File: src/rtl/trap_pkg.sv
package trap_pkg;
  localparam logic [1:0] CST_ENABLED = 2'b11;
  localparam logic [1:0] CST_FROZEN  = 2'b01;
  localparam logic [3:0] IRQ_GROUP   = 4'h1;
  localparam logic [7:0] TT_HALT     = 8'h80;
  localparam int         RF_IDX_PC   = 9;
  localparam int         RF_IDX_NPC  = 10;
  localparam int         NCACHE      = 2;
  localparam int         CST_W       = 2;
  typedef logic [CST_W-1:0] cstate_t;
endpackage

File: src/rtl/trap_cwp_dec.sv
module trap_cwp_dec #(
  parameter int NWIN = 8,
  parameter int CWPW = 3
) (
  input  logic [CWPW-1:0] cwp_in,
  output logic [CWPW-1:0] cwp_out
);
  localparam bit POW2 = ((NWIN & (NWIN - 1)) == 0);

  generate
    if (POW2) begin : g_pow2
      // wrap falls out of the natural modulo of the field width
      assign cwp_out = cwp_in - CWPW'(1);
    end else begin : g_any
      assign cwp_out = (cwp_in == '0) ? CWPW'(NWIN - 1) : cwp_in - CWPW'(1);
    end
  endgenerate
endmodule

File: src/rtl/trap_cache_freeze.sv
module trap_cache_freeze
  import trap_pkg::*;
#(
  parameter int N = NCACHE
) (
  input  logic             is_irq,
  input  logic [N-1:0]     frz_en,
  input  logic [N*CST_W-1:0] ctl_in,
  output logic [N*CST_W-1:0] ctl_out
);
  generate
    for (genvar g = 0; g < N; g++) begin : g_cache
      cstate_t cur;
      assign cur = ctl_in[g*CST_W +: CST_W];
      assign ctl_out[g*CST_W +: CST_W] =
        (is_irq && frz_en[g] && cur == CST_ENABLED) ? CST_FROZEN : cur;
    end
  endgenerate
endmodule

File: src/rtl/trap_vector_calc.sv
module trap_vector_calc #(
  parameter int XLEN = 32,
  parameter int TTW  = 8
) (
  input  logic [XLEN-1:0] tbr_in,
  input  logic [TTW-1:0]  tt,
  output logic [XLEN-1:0] tbr_out,
  output logic [XLEN-1:0] vec_pc,
  output logic [XLEN-1:0] vec_npc
);
  localparam int LOWW  = TTW + 4;
  localparam int BASEW = XLEN - LOWW;

  assign tbr_out = {tbr_in[XLEN-1 -: BASEW], tt, 4'h0};
  assign vec_pc  = tbr_out;
  assign vec_npc = tbr_out + XLEN'(4);
endmodule

File: src/rtl/trap_entry_seq.sv
module trap_entry_seq
  import trap_pkg::*;
#(
  parameter int NWIN = 8,
  parameter int XLEN = 32,
  parameter int RFAW = 5,
  parameter int CWPW = (NWIN > 1) ? $clog2(NWIN) : 1
) (
  input  logic            clk,
  input  logic            rst_n,
  input  logic            trap_req,
  input  logic [7:0]      trap_type,
  input  logic            halt_ta0_i,
  input  logic            et_i,
  input  logic            s_i,
  input  logic [CWPW-1:0] cwp_i,
  input  logic [XLEN-1:0] tbr_i,
  input  logic [XLEN-1:0] pc_i,
  input  logic [XLEN-1:0] npc_i,
  input  logic [3:0]      cctl_i,
  input  logic            ifrz_i,
  input  logic            dfrz_i,
  output logic            trap_taken,
  output logic            et_o,
  output logic            s_o,
  output logic            ps_o,
  output logic [CWPW-1:0] cwp_o,
  output logic [XLEN-1:0] tbr_o,
  output logic [XLEN-1:0] pc_o,
  output logic [XLEN-1:0] npc_o,
  output logic [3:0]      cctl_o,
  output logic            rf_we,
  output logic [CWPW-1:0] rf_win,
  output logic [RFAW-1:0] rf_addr_a,
  output logic [XLEN-1:0] rf_data_a,
  output logic [RFAW-1:0] rf_addr_b,
  output logic [XLEN-1:0] rf_data_b,
  output logic            irq_ack,
  output logic [3:0]      irq_level,
  output logic            error_mode,
  output logic            shutdown_req
);
  // ---- combinational helpers ----
  logic [CWPW-1:0] cwp_dec;
  logic [XLEN-1:0] tbr_vec, pc_vec, npc_vec;
  logic [3:0]      cctl_frz;
  logic            is_irq, halted, take, refuse;

  assign is_irq = (trap_type[7:4] == IRQ_GROUP);
  assign halted = error_mode | shutdown_req;
  assign take   = trap_req & ~halted & et_i;
  assign refuse = trap_req & ~halted & ~et_i;

  trap_cwp_dec #(.NWIN(NWIN), .CWPW(CWPW)) u_cwp (
    .cwp_in (cwp_i),
    .cwp_out(cwp_dec)
  );

  trap_vector_calc #(.XLEN(XLEN), .TTW(8)) u_vec (
    .tbr_in (tbr_i),
    .tt     (trap_type),
    .tbr_out(tbr_vec),
    .vec_pc (pc_vec),
    .vec_npc(npc_vec)
  );

  trap_cache_freeze #(.N(NCACHE)) u_frz (
    .is_irq (is_irq),
    .frz_en ({dfrz_i, ifrz_i}),
    .ctl_in (cctl_i),
    .ctl_out(cctl_frz)
  );

  // ---- next state ----
  logic            taken_d, et_d, s_d, ps_d, we_d, ack_d, err_d, shut_d;
  logic [CWPW-1:0] cwp_d;
  logic [XLEN-1:0] tbr_d, pc_d, npc_d, da_d, db_d;
  logic [3:0]      cctl_d, lvl_d;
  logic            state_en;

  assign state_en = take;

  always_comb begin
    taken_d = 1'b0;
    we_d    = 1'b0;
    ack_d   = 1'b0;
    lvl_d   = irq_level;
    et_d    = et_o;
    s_d     = s_o;
    ps_d    = ps_o;
    cwp_d   = cwp_o;
    tbr_d   = tbr_o;
    pc_d    = pc_o;
    npc_d   = npc_o;
    cctl_d  = cctl_o;
    da_d    = rf_data_a;
    db_d    = rf_data_b;
    err_d   = error_mode;
    shut_d  = shutdown_req;
    if (state_en) begin
      taken_d = 1'b1;
      we_d    = 1'b1;
      et_d    = 1'b0;
      ps_d    = s_i;
      s_d     = 1'b1;
      cwp_d   = cwp_dec;
      tbr_d   = tbr_vec;
      pc_d    = pc_vec;
      npc_d   = npc_vec;
      cctl_d  = cctl_frz;
      da_d    = pc_i;
      db_d    = npc_i;
      if (is_irq) begin
        ack_d = 1'b1;
        lvl_d = trap_type[3:0];
      end
    end else if (refuse) begin
      if (trap_type == TT_HALT && halt_ta0_i) shut_d = 1'b1;
      else                                   err_d  = 1'b1;
    end
  end

  // ---- registers ----
  always_ff @(posedge clk or negedge rst_n) begin
    if (!rst_n) begin
      trap_taken   <= 1'b0;
      rf_we        <= 1'b0;
      irq_ack      <= 1'b0;
      irq_level    <= '0;
      et_o         <= 1'b0;
      s_o          <= 1'b1;
      ps_o         <= 1'b0;
      cwp_o        <= '0;
      tbr_o        <= '0;
      pc_o         <= '0;
      npc_o        <= '0;
      cctl_o       <= '0;
      rf_data_a    <= '0;
      rf_data_b    <= '0;
      error_mode   <= 1'b0;
      shutdown_req <= 1'b0;
    end else begin
      trap_taken   <= taken_d;
      rf_we        <= we_d;
      irq_ack      <= ack_d;
      irq_level    <= lvl_d;
      et_o         <= et_d;
      s_o          <= s_d;
      ps_o         <= ps_d;
      cwp_o        <= cwp_d;
      tbr_o        <= tbr_d;
      pc_o         <= pc_d;
      npc_o        <= npc_d;
      cctl_o       <= cctl_d;
      rf_data_a    <= da_d;
      rf_data_b    <= db_d;
      error_mode   <= err_d;
      shutdown_req <= shut_d;
    end
  end

  assign rf_win    = cwp_o;
  assign rf_addr_a = RFAW'(RF_IDX_PC);
  assign rf_addr_b = RFAW'(RF_IDX_NPC);
endmodule

File: config.mk
export PLATFORM = sky130hd
export DESIGN_NAME = trap_entry_seq
export DESIGN_NICKNAME = d
export VERILOG_FILES = /design/src/rtl/trap_pkg.sv /design/src/rtl/trap_cwp_dec.sv /design/src/rtl/trap_cache_freeze.sv /design/src/rtl/trap_vector_calc.sv /design/src/rtl/trap_entry_seq.sv
export SDC_FILE = /design/constraint.sdc
export NUM_CORES = 1
export LEC_CHECK = 0
export BUFFER_PORTS_ARGS = -buffer_cell sky130_fd_sc_hd__clkbuf_2
export CAP_MARGIN = 30
export CORE_AREA = 2 2 120 122
export DETAILED_ROUTE_END_ITERATION = 8
export DIE_AREA = 0 0 122 124
export HOLD_SLACK_MARGIN = 0.08
export PLACE_DENSITY_LB_ADDON = 0.25
export SETUP_SLACK_MARGIN = 0.5
export SYNTH_ARGS = -nofsm -noshare
export SYNTH_HDL_FRONTEND = slang
export SYNTH_SLANG_ARGS = --single-unit
File: constraint.sdc
create_clock -name clk -period 1.1 [get_ports clk]
set_input_delay 0.055 -clock clk [delete_from_list [all_inputs] [get_ports clk]]
set_output_delay 0.055 -clock clk [all_outputs]
set_load 0.005 [all_outputs]
* Word level (Yosys, flattened, before mapping) *
Index checks and enable logic that the tools add are counted.

cells by class
  add/subtract/negate cells = 2
  equal/unequal tests = 4
  multiplexer cells = 5
  bitwise operators = 8
  reduce and logical (&&, ||, !) cells = 8

operators with widths
  kind                                                                 number
  32-bit by 3-bit adder with 32-bit output (second input constant)     1
  8-bit == test (second input constant)                                1
  3-bit AND reduction                                                  2
  1-bit logical AND                                                    5
  2-bit == test (second input constant)                                2
  4-bit by 1-bit == test with 1-bit output (second input constant)     1
  2-bit two-way mux                                                    2
  1-bit inverter                                                       4
  1-bit bitwise AND                                                    3
  1-bit two-way mux                                                    3
  3-bit by 1-bit subtractor with 3-bit output (second input constant)  1
  2-bit AND reduction                                                  1
  1-bit OR                                                             1

word-level totals
  register bits after elaboration = 140
  word-level logic and storage cells = 39

* Depth between registers and ports, before layout *
Gate-level depths: netlist (run 1).

  depth in word-level cells = 6
  gate-level depth with buffers = 7
  mapped depth without buffers = 4

* By module *
Synthesis (run 1) repeated with hierarchy kept, for this count alone.

second synthesis, totals
  cells, all modules = 506
  area total of the unflattened synthesis = 7514.7 um^2

modules (own cells, without submodules)
  module             times used  cells each  area an instance (um^2)  sequential area each (um^2)
  trap_entry_seq     1           397         6726.5                   4404.2
  trap_vector_calc   1           98          728.2                    0.0
  trap_cwp_dec       1           5           32.5                     0.0
  trap_cache_freeze  1           6           27.5                     0.0

* Least setup slack after synthesis (run 1) *
OpenSTA, ideal clock, no wires.

  kind = register to register
  start point = reg error_mode
  end point = reg irq_level[0]
  library setup time = 125 ps
  data arrival time = 1183 ps
  data required time = 975 ps
  setup slack = -208 ps
  stages on the path, launching flop included = 6
  period minus slack after synthesis = 1308 ps
  cells stage by stage = dfrtp_1 > nand4bb_1 > buf_4 > inv_4 > nand2_4 > mux2_4

on the way
  word-level cells in the longest chain between the ends = 5

ends and longest elaborated chain
  what                             line                   text
  start, declared                  trap_entry_seq.sv:40   output logic error_mode,
  start signal, assigned           trap_entry_seq.sv:157  error_mode <= err_d;
  1-bit OR                         trap_entry_seq.sv:50   assign halted = error_mode | shutdown_req;
  1-bit inverter                   trap_entry_seq.sv:51   assign take = trap_req & ~halted & et_i;
  1-bit bitwise AND (2 in series)  trap_entry_seq.sv:51
  2-bit AND reduction (no line)    -
  end signal, assigned             trap_entry_seq.sv:146  irq_level <= lvl_d;
  end, declared                    trap_entry_seq.sv:39   output logic [3:0] irq_level,

No other way between the ends.
A chain may end at the register's enable or synchronous reset.

* Worst setup path after layout (run 1) *
Ends and elaborated chain as after synthesis.

==> results of run 1 <==
==> stage by stage <==
| step | setup TNS [ps] | instances | hold slack, ps | util |
|---|---|---|---|---|
| floorplan | -11770 | 558 | -241 | - |
| global placement | -12390 | 927 | -138 | 0.437 |
| detailed placement | -14270 | 927 | -138 | 0.437 |
| CTS | -14570 | 1038 | -58.6 | 0.533 |
| global route | -21220 | 1065 | -38.7 | 0.554 |
| finish | -14070 | 1065 | -41.7 | 0.554 |
==> state kept, by name, indices dropped and copies added, names as in the netlist, 2 cells and up <==
register   count
rf_data_a     32
rf_data_b     32
pc_o          27
cctl_o         4
irq_level      4
cwp_o          3
npc_o          2
==> synth_stat cells (all sizes together) <==
library cell	count
xnor2	1
nand2	293
o21ai	5
nor4b	1
conb	2
nor4	1
nand3	1
nand4bb	1
nor4bb	1
dfrtp	109
nor2	2
ha	1
and3	2
nand2b	2
mux2	4
o21bai	1
o21a	1
buf	101
inv	4
clkbuf	4
==> critical path, cell delays in order, from the launching register on <==
cell       delay [ps]
dfrtp_1           380
nand4bb_4         290
inv_8             120
nand2_4            80
mux2_4            310
==> worst paths after layout <==
| path | startpoint | end | slack [ps] | cells past startpoint |
|---|---|---|---|---|
| min reg2reg | npc_o[2] | npc_o[2] | 480 | 1 |
| max reg2reg | error_mode | irq_level[0] | -180 | 4 |
| max in group asynchronous | rst_n | pc_o[9] | 510 | 3 |
| max | error_mode | irq_level[0] | -180 | 4 |
| min | trap_type[1] | pc_o[5] | -40 | 3 |
| min in group asynchronous | rst_n | pc_o[21] | 70 | 2 |
==> final cells by class <==
class	instances	area, sq um
Multi-Input combinational cell	340	1480
Clock inverter	7	51.3
Inverter	4	22.5
Tap cell	180	225
Sequential cell	109	2730
Fill cell	1218	6110
Clock buffer	9	225
Timing Repair Buffer	416	2870
==> metal layers <==
metal,part of all wire,global-route usage,wire [microns],up-vias
met3,0.074,0.0485,1060,29
met5,0,0,0,-
li1,-,-,-,2213
met4,0.024,0.0733,339,0
met1,0.38,0.198,5500,2130
met2,0.52,0.317,7440,216
==> power groups by stage <==
stage	Combinational [uW]	Clock (uW)	Sequential [uW]
global route	3080	3360	5320
CTS	2490	3170	5240
detailed placement	2210	0	5300
floorplan	1210	0	5260
finish	2750	3040	5240
global placement	2180	0	5280
==> cells by family (layout without fill, tap and decap cells) <==
group / Yosys count / count (layout) / share of synthesized area
other cells: 2 / 23 / 0.00156
mux: 4 / 4 / 0.0125
simple gates: 304 / 304 / 0.248
flops: 109 / 109 / 0.566
fa+ha+maj: 1 / 1 / 0.00259
xor+xnor: 1 / 1 / 0.00182
compound gates: 7 / 7 / 0.00830
buf+inv: 109 / 436 / 0.160
==> timing repair <==
item                                    4_1_cts  5_1_grt
pin swaps                                    13        1
cloned                                        1        2
endpoints found under the hold margin       215       18
resized for setup                            29       43
endpoints found under the setup margin      278      297
setup buffers                                 3       25
==> impl_metrics.json, run 1 <==
{
  "status": "finished, violations left",
  "violations": "hold timing, setup timing",
  "cts_made_buffers": 9,
  "h-tree-depth": 3,
  "syn_area_per_cell_sq_um": 8.98,
  "grt_max_degree": 57,
  "intPower_uw": 7790,
  "fmax_mhz": 781,
  "ys_ff_latch": 109,
  "final_layout_size_suffix_gt1_frac": 0.419,
  "p_sw_uw": 3240,
  "cts_buffer_depth": 2,
  "clk_latency_ps": 350,
  "synth_area_sq_um": 4820,
  "post_dp_cell_area_sq_um": 5990,
  "ys_seq_area_frac": 0.566,
  "yosysWarnings": 0,
  "layout_common_cells": "275 x nand2_1, 244 x clkbuf_2, 106 x dfrtp_1, 91 x dlygate4sd3_1, 32 x buf_4",
  "finalSetupViolations": 109,
  "seq_power_share": 0.475,
  "grt_pass1_wl_mm": 20.7,
  "synth_top_area_frac": 0.566,
  "combPwrFrac": 0.249,
  "grt_overflow": 0,
  "die_x_microns": 122,
  "gp_congestion": 0.813,
  "drt_iter0_drc": 229,
  "required_ps": 1340,
  "p_clk_frac": 0.276,
  "startpoint_type": "flip-flop",
  "layout.nets": 1000,
  "track_usage": 0.177,
  "netlist_instances": 537,
  "dp.final_hpwl_mm": 9.53,
  "clkSinkCount": 109,
  "p_leak_uw": 0.00443,
  "antenna_cells": 0,
  "core-area_sq_um": 13700,
  "dieArea_sq_um": 15100,
  "ir_worst_vdd_mv": 0.677,
  "clock-root-buffer": "clkbuf_16",
  "pre_cts_slack_ps": -211,
  "vias": 4588,
  "min_period_ps": 1280,
  "syn_to_final_growth_pct": 57.7,
  "drc": 0,
  "cp-end-kind": "flip-flop",
  "rows": 43,
  "io_pins": 311,
  "critical_path.max_fanout": 5,
  "io_buffer_count": 275,
  "rsz0062_at_grt": "yes",
  "cts.clk_slew.worst_paths_ps": 70,
  "hold_buffers": 91,
  "skew_ps": 5.75,
  "hold_class": "in -> reg",
  "path_class": "reg -> reg",
  "maxCapViolations": 0,
  "whs_ps": -41.7,
  "hold_viol": 6,
  "layout_commonest_cell": "nand2_1",
  "ys_types": 24,
  "final_area_sq_um": 7600,
  "synth_largest_area_cell": "dfrtp_1",
  "drt-total-wl_mm": 14.3,
  "first_global_vias": 4310,
  "fin_crit_sh": 1.16,
  "synth.area.top_cells": "dfrtp_1 57%, nand2_1 23%, buf_4 13%, buf_2 1.3%, mux2_4 1.2%",
  "avgViaCountPerCell": 4.31,
  "first_pass_iters": 4,
  "initial_core_util": 0.351,
  "cts_tree": "done",
  "swShare": 0.293,
  "powerDensity_nw_per_um2": 1450,
  "fin_ws_ps": -180,
  "final_max_slew_viol_count": 0,
  "power_uw": 11000,
  "antenna_found_initial": 0,
  "die_h_microns": 124,
  "arrival_ps": 1510,
  "ant_nets": 0,
  "drt-wirelength-per-cell_microns": 13.5
}
Power figures use the tool's default switching activity.
==> inputs of run 2 (changes only) <==
Settings changed: SETUP_SLACK_MARGIN 0.5 to 0.1.
==> run 2 against run 1 <==
Compared with the run above:
- the flow finishes with violations (setup timing)
- sequential power hardly changed
- non-clock buffer count is 7 lower
- utilization is 0.45 points higher
- fmax is 4.8% lower
- combinational power is 7.6% lower
- sequential share of layout area is 0.34 points lower
- largest power group unchanged
==> impl_metrics.json, run 2 (synthesis gave the netlist of run 1 again) <==
{
  "drt-total-wl_mm": 14.6,
  "reg_top3": "rf_data_a (32), rf_data_b (32), pc_o (27)",
  "hp-start": "trap_type[1]",
  "first_global_vias": 4213,
  "cp-end-kind": "flip-flop",
  "arrival_ps": 1580,
  "drc": 0,
  "path_class": "reg -> reg",
  "p_clk_frac": 0.297,
  "die_h_microns": 124,
  "cts_buffer_depth": 2,
  "syn_to_final_growth_pct": 59.0,
  "clk_latency_ps": 340,
  "rsz0062_at_grt": "yes",
  "p_sw_uw": 3140,
  "clkSinkCount": 109,
  "fmax_mhz": 744,
  "gp_congestion": 0.765,
  "critical_path.max_fanout": 6,
  "drt_iter0_drc": 175,
  "h-tree-depth": 3,
  "ir_worst_vdd_mv": 0.938,
  "cts_tree": "done",
  "ant_nets": 0,
  "status": "finished, violations left",
  "finalSetupViolations": 108,
  "placed_cells": 926,
  "combPwrFrac": 0.230,
  "drt-wirelength-per-cell_microns": 13.8,
  "avgViaCountPerCell": 4.27,
  "track_usage": 0.175,
  "layout_commonest_cell": "nand2_1",
  "cts.clk_slew.worst_paths_ps": 70,
  "swShare": 0.285,
  "antenna_cells": 0,
  "holdPathEnd": "shutdown_req",
  "grt_pass1_wl_mm": 20.7,
  "maxCapViolations": 0,
  "reg2reg_slack_ps": -240,
  "reg2regPathDepth": 4,
  "holdPathStages": 4,
  "vias": 4520,
  "rr_startpoint": "shutdown_req",
  "antenna_found_initial": 0,
  "die_x_microns": 122,
  "grt_max_degree": 60,
  "dieArea_sq_um": 15100,
  "final_layout_size_suffix_gt1_frac": 0.400,
  "final_area_sq_um": 7670,
  "layout_common_cells": "270 x nand2_1, 260 x clkbuf_2, 109 x dfrtp_1, 105 x dlygate4sd3_1, 23 x conb_1",
  "io_pins": 311,
  "hold_class": "in -> reg",
  "fin_crit_sh": 1.22,
  "intPower_uw": 7910,
  "io_buffer_count": 275,
  "startpoint": "shutdown_req",
  "p_leak_uw": 0.00442,
  "power_uw": 11100,
  "fin_ws_ps": -244,
  "cts_made_buffers": 9,
  "layout.cells.non_filler": 1058,
  "dp.final_hpwl_mm": 9.46,
  "layout.nets": 993,
  "initial_core_util": 0.351,
  "startpoint_type": "flip-flop",
  "rows": 43,
  "utilization": 0.559,
  "rr_endpoint": "irq_level[2]",
  "pre_cts_slack_ps": -273,
  "skew_ps": 6.53,
  "final_max_slew_viol_count": 0,
  "clock-root-buffer": "clkbuf_16",
  "seq_power_share": 0.473,
  "violations": "setup timing",
  "powerDensity_nw_per_um2": 1440,
  "min_period_ps": 1340,
  "hold_viol": 0,
  "post_dp_cell_area_sq_um": 5980,
  "core-area_sq_um": 13700,
  "first_pass_iters": 5,
  "grt_overflow": 0,
  "required_ps": 1330
}
==> run 2: cell count changes in the layout (fill, tap and decap cells not counted), sizes merged, moves of 2 or more <==
cell,before,now
clkbuf,255,273
inv,5,3
dlygate4sd3,91,105
buf,79,41
==> run 2: worst max path at each step <==
stage                         end  cells past startpoint
floorplan            irq_level[0]                      5
global placement         cwp_o[2]                      5
detailed placement       cwp_o[2]                      5
CTS                 rf_data_a[22]                      5
global route         irq_level[3]                      4
finish               irq_level[2]                      4
==> run 2: cell type report <==
type	instances	area [sq um]
Timing Repair Buffer	409	2870
Tap cell	180	225
Fill cell	1221	6050
Clock buffer	11	243
Multi-Input combinational cell	340	1520
Inverter	4	27.5
Clock inverter	5	60.1
Sequential cell	109	2730
==> run 2: through the flow <==
step / TNS (ps) / hold slack, ps
4_1_cts: -19620 / 77.3
3_3_place_gp: -18010 / -111
3_5_place_dp: -22280 / -111
5_1_grt: -27540 / 103
2_1_floorplan: -11770 / -241
6_report: -19530 / 62.5
==> run 2: timing repair <==
action / CTS / global route
endpoints found under the hold margin: 214 / 0
cloned: 0 / 6
gates resized for setup: 4 / 54
setup endpoints to repair: 116 / 132
setup buffers: 0 / 4
hold buffers: 106 / 0
pin swaps: 3 / 14
==> run 2: worst max-delay path, cell delays in order (launching register included) <==
cell	delay, ps
dfrtp_1	390
nand4bb_4	310
clkinv_8	150
nand2_8	80
mux2_4	310
==> run 2: power groups by stage <==
stage               combinational (uW)  clock [uW]  sequential [uW]
floorplan                         1210           0             5260
global placement                  2200           0             5260
detailed placement                2230           0             5300
CTS                               2530        3400             5230
global route                      2870        3560             5320
finish                            2540        3280             5230
==> run 2: routing by layer <==
metal	part of all wire	up-vias	GRT usage
met4	0.025	0	0.0690
met2	0.53	205	0.310
met3	0.062	23	0.0394
met1	0.38	2100	0.207
met5	0	-	0
li1	-	2192	-
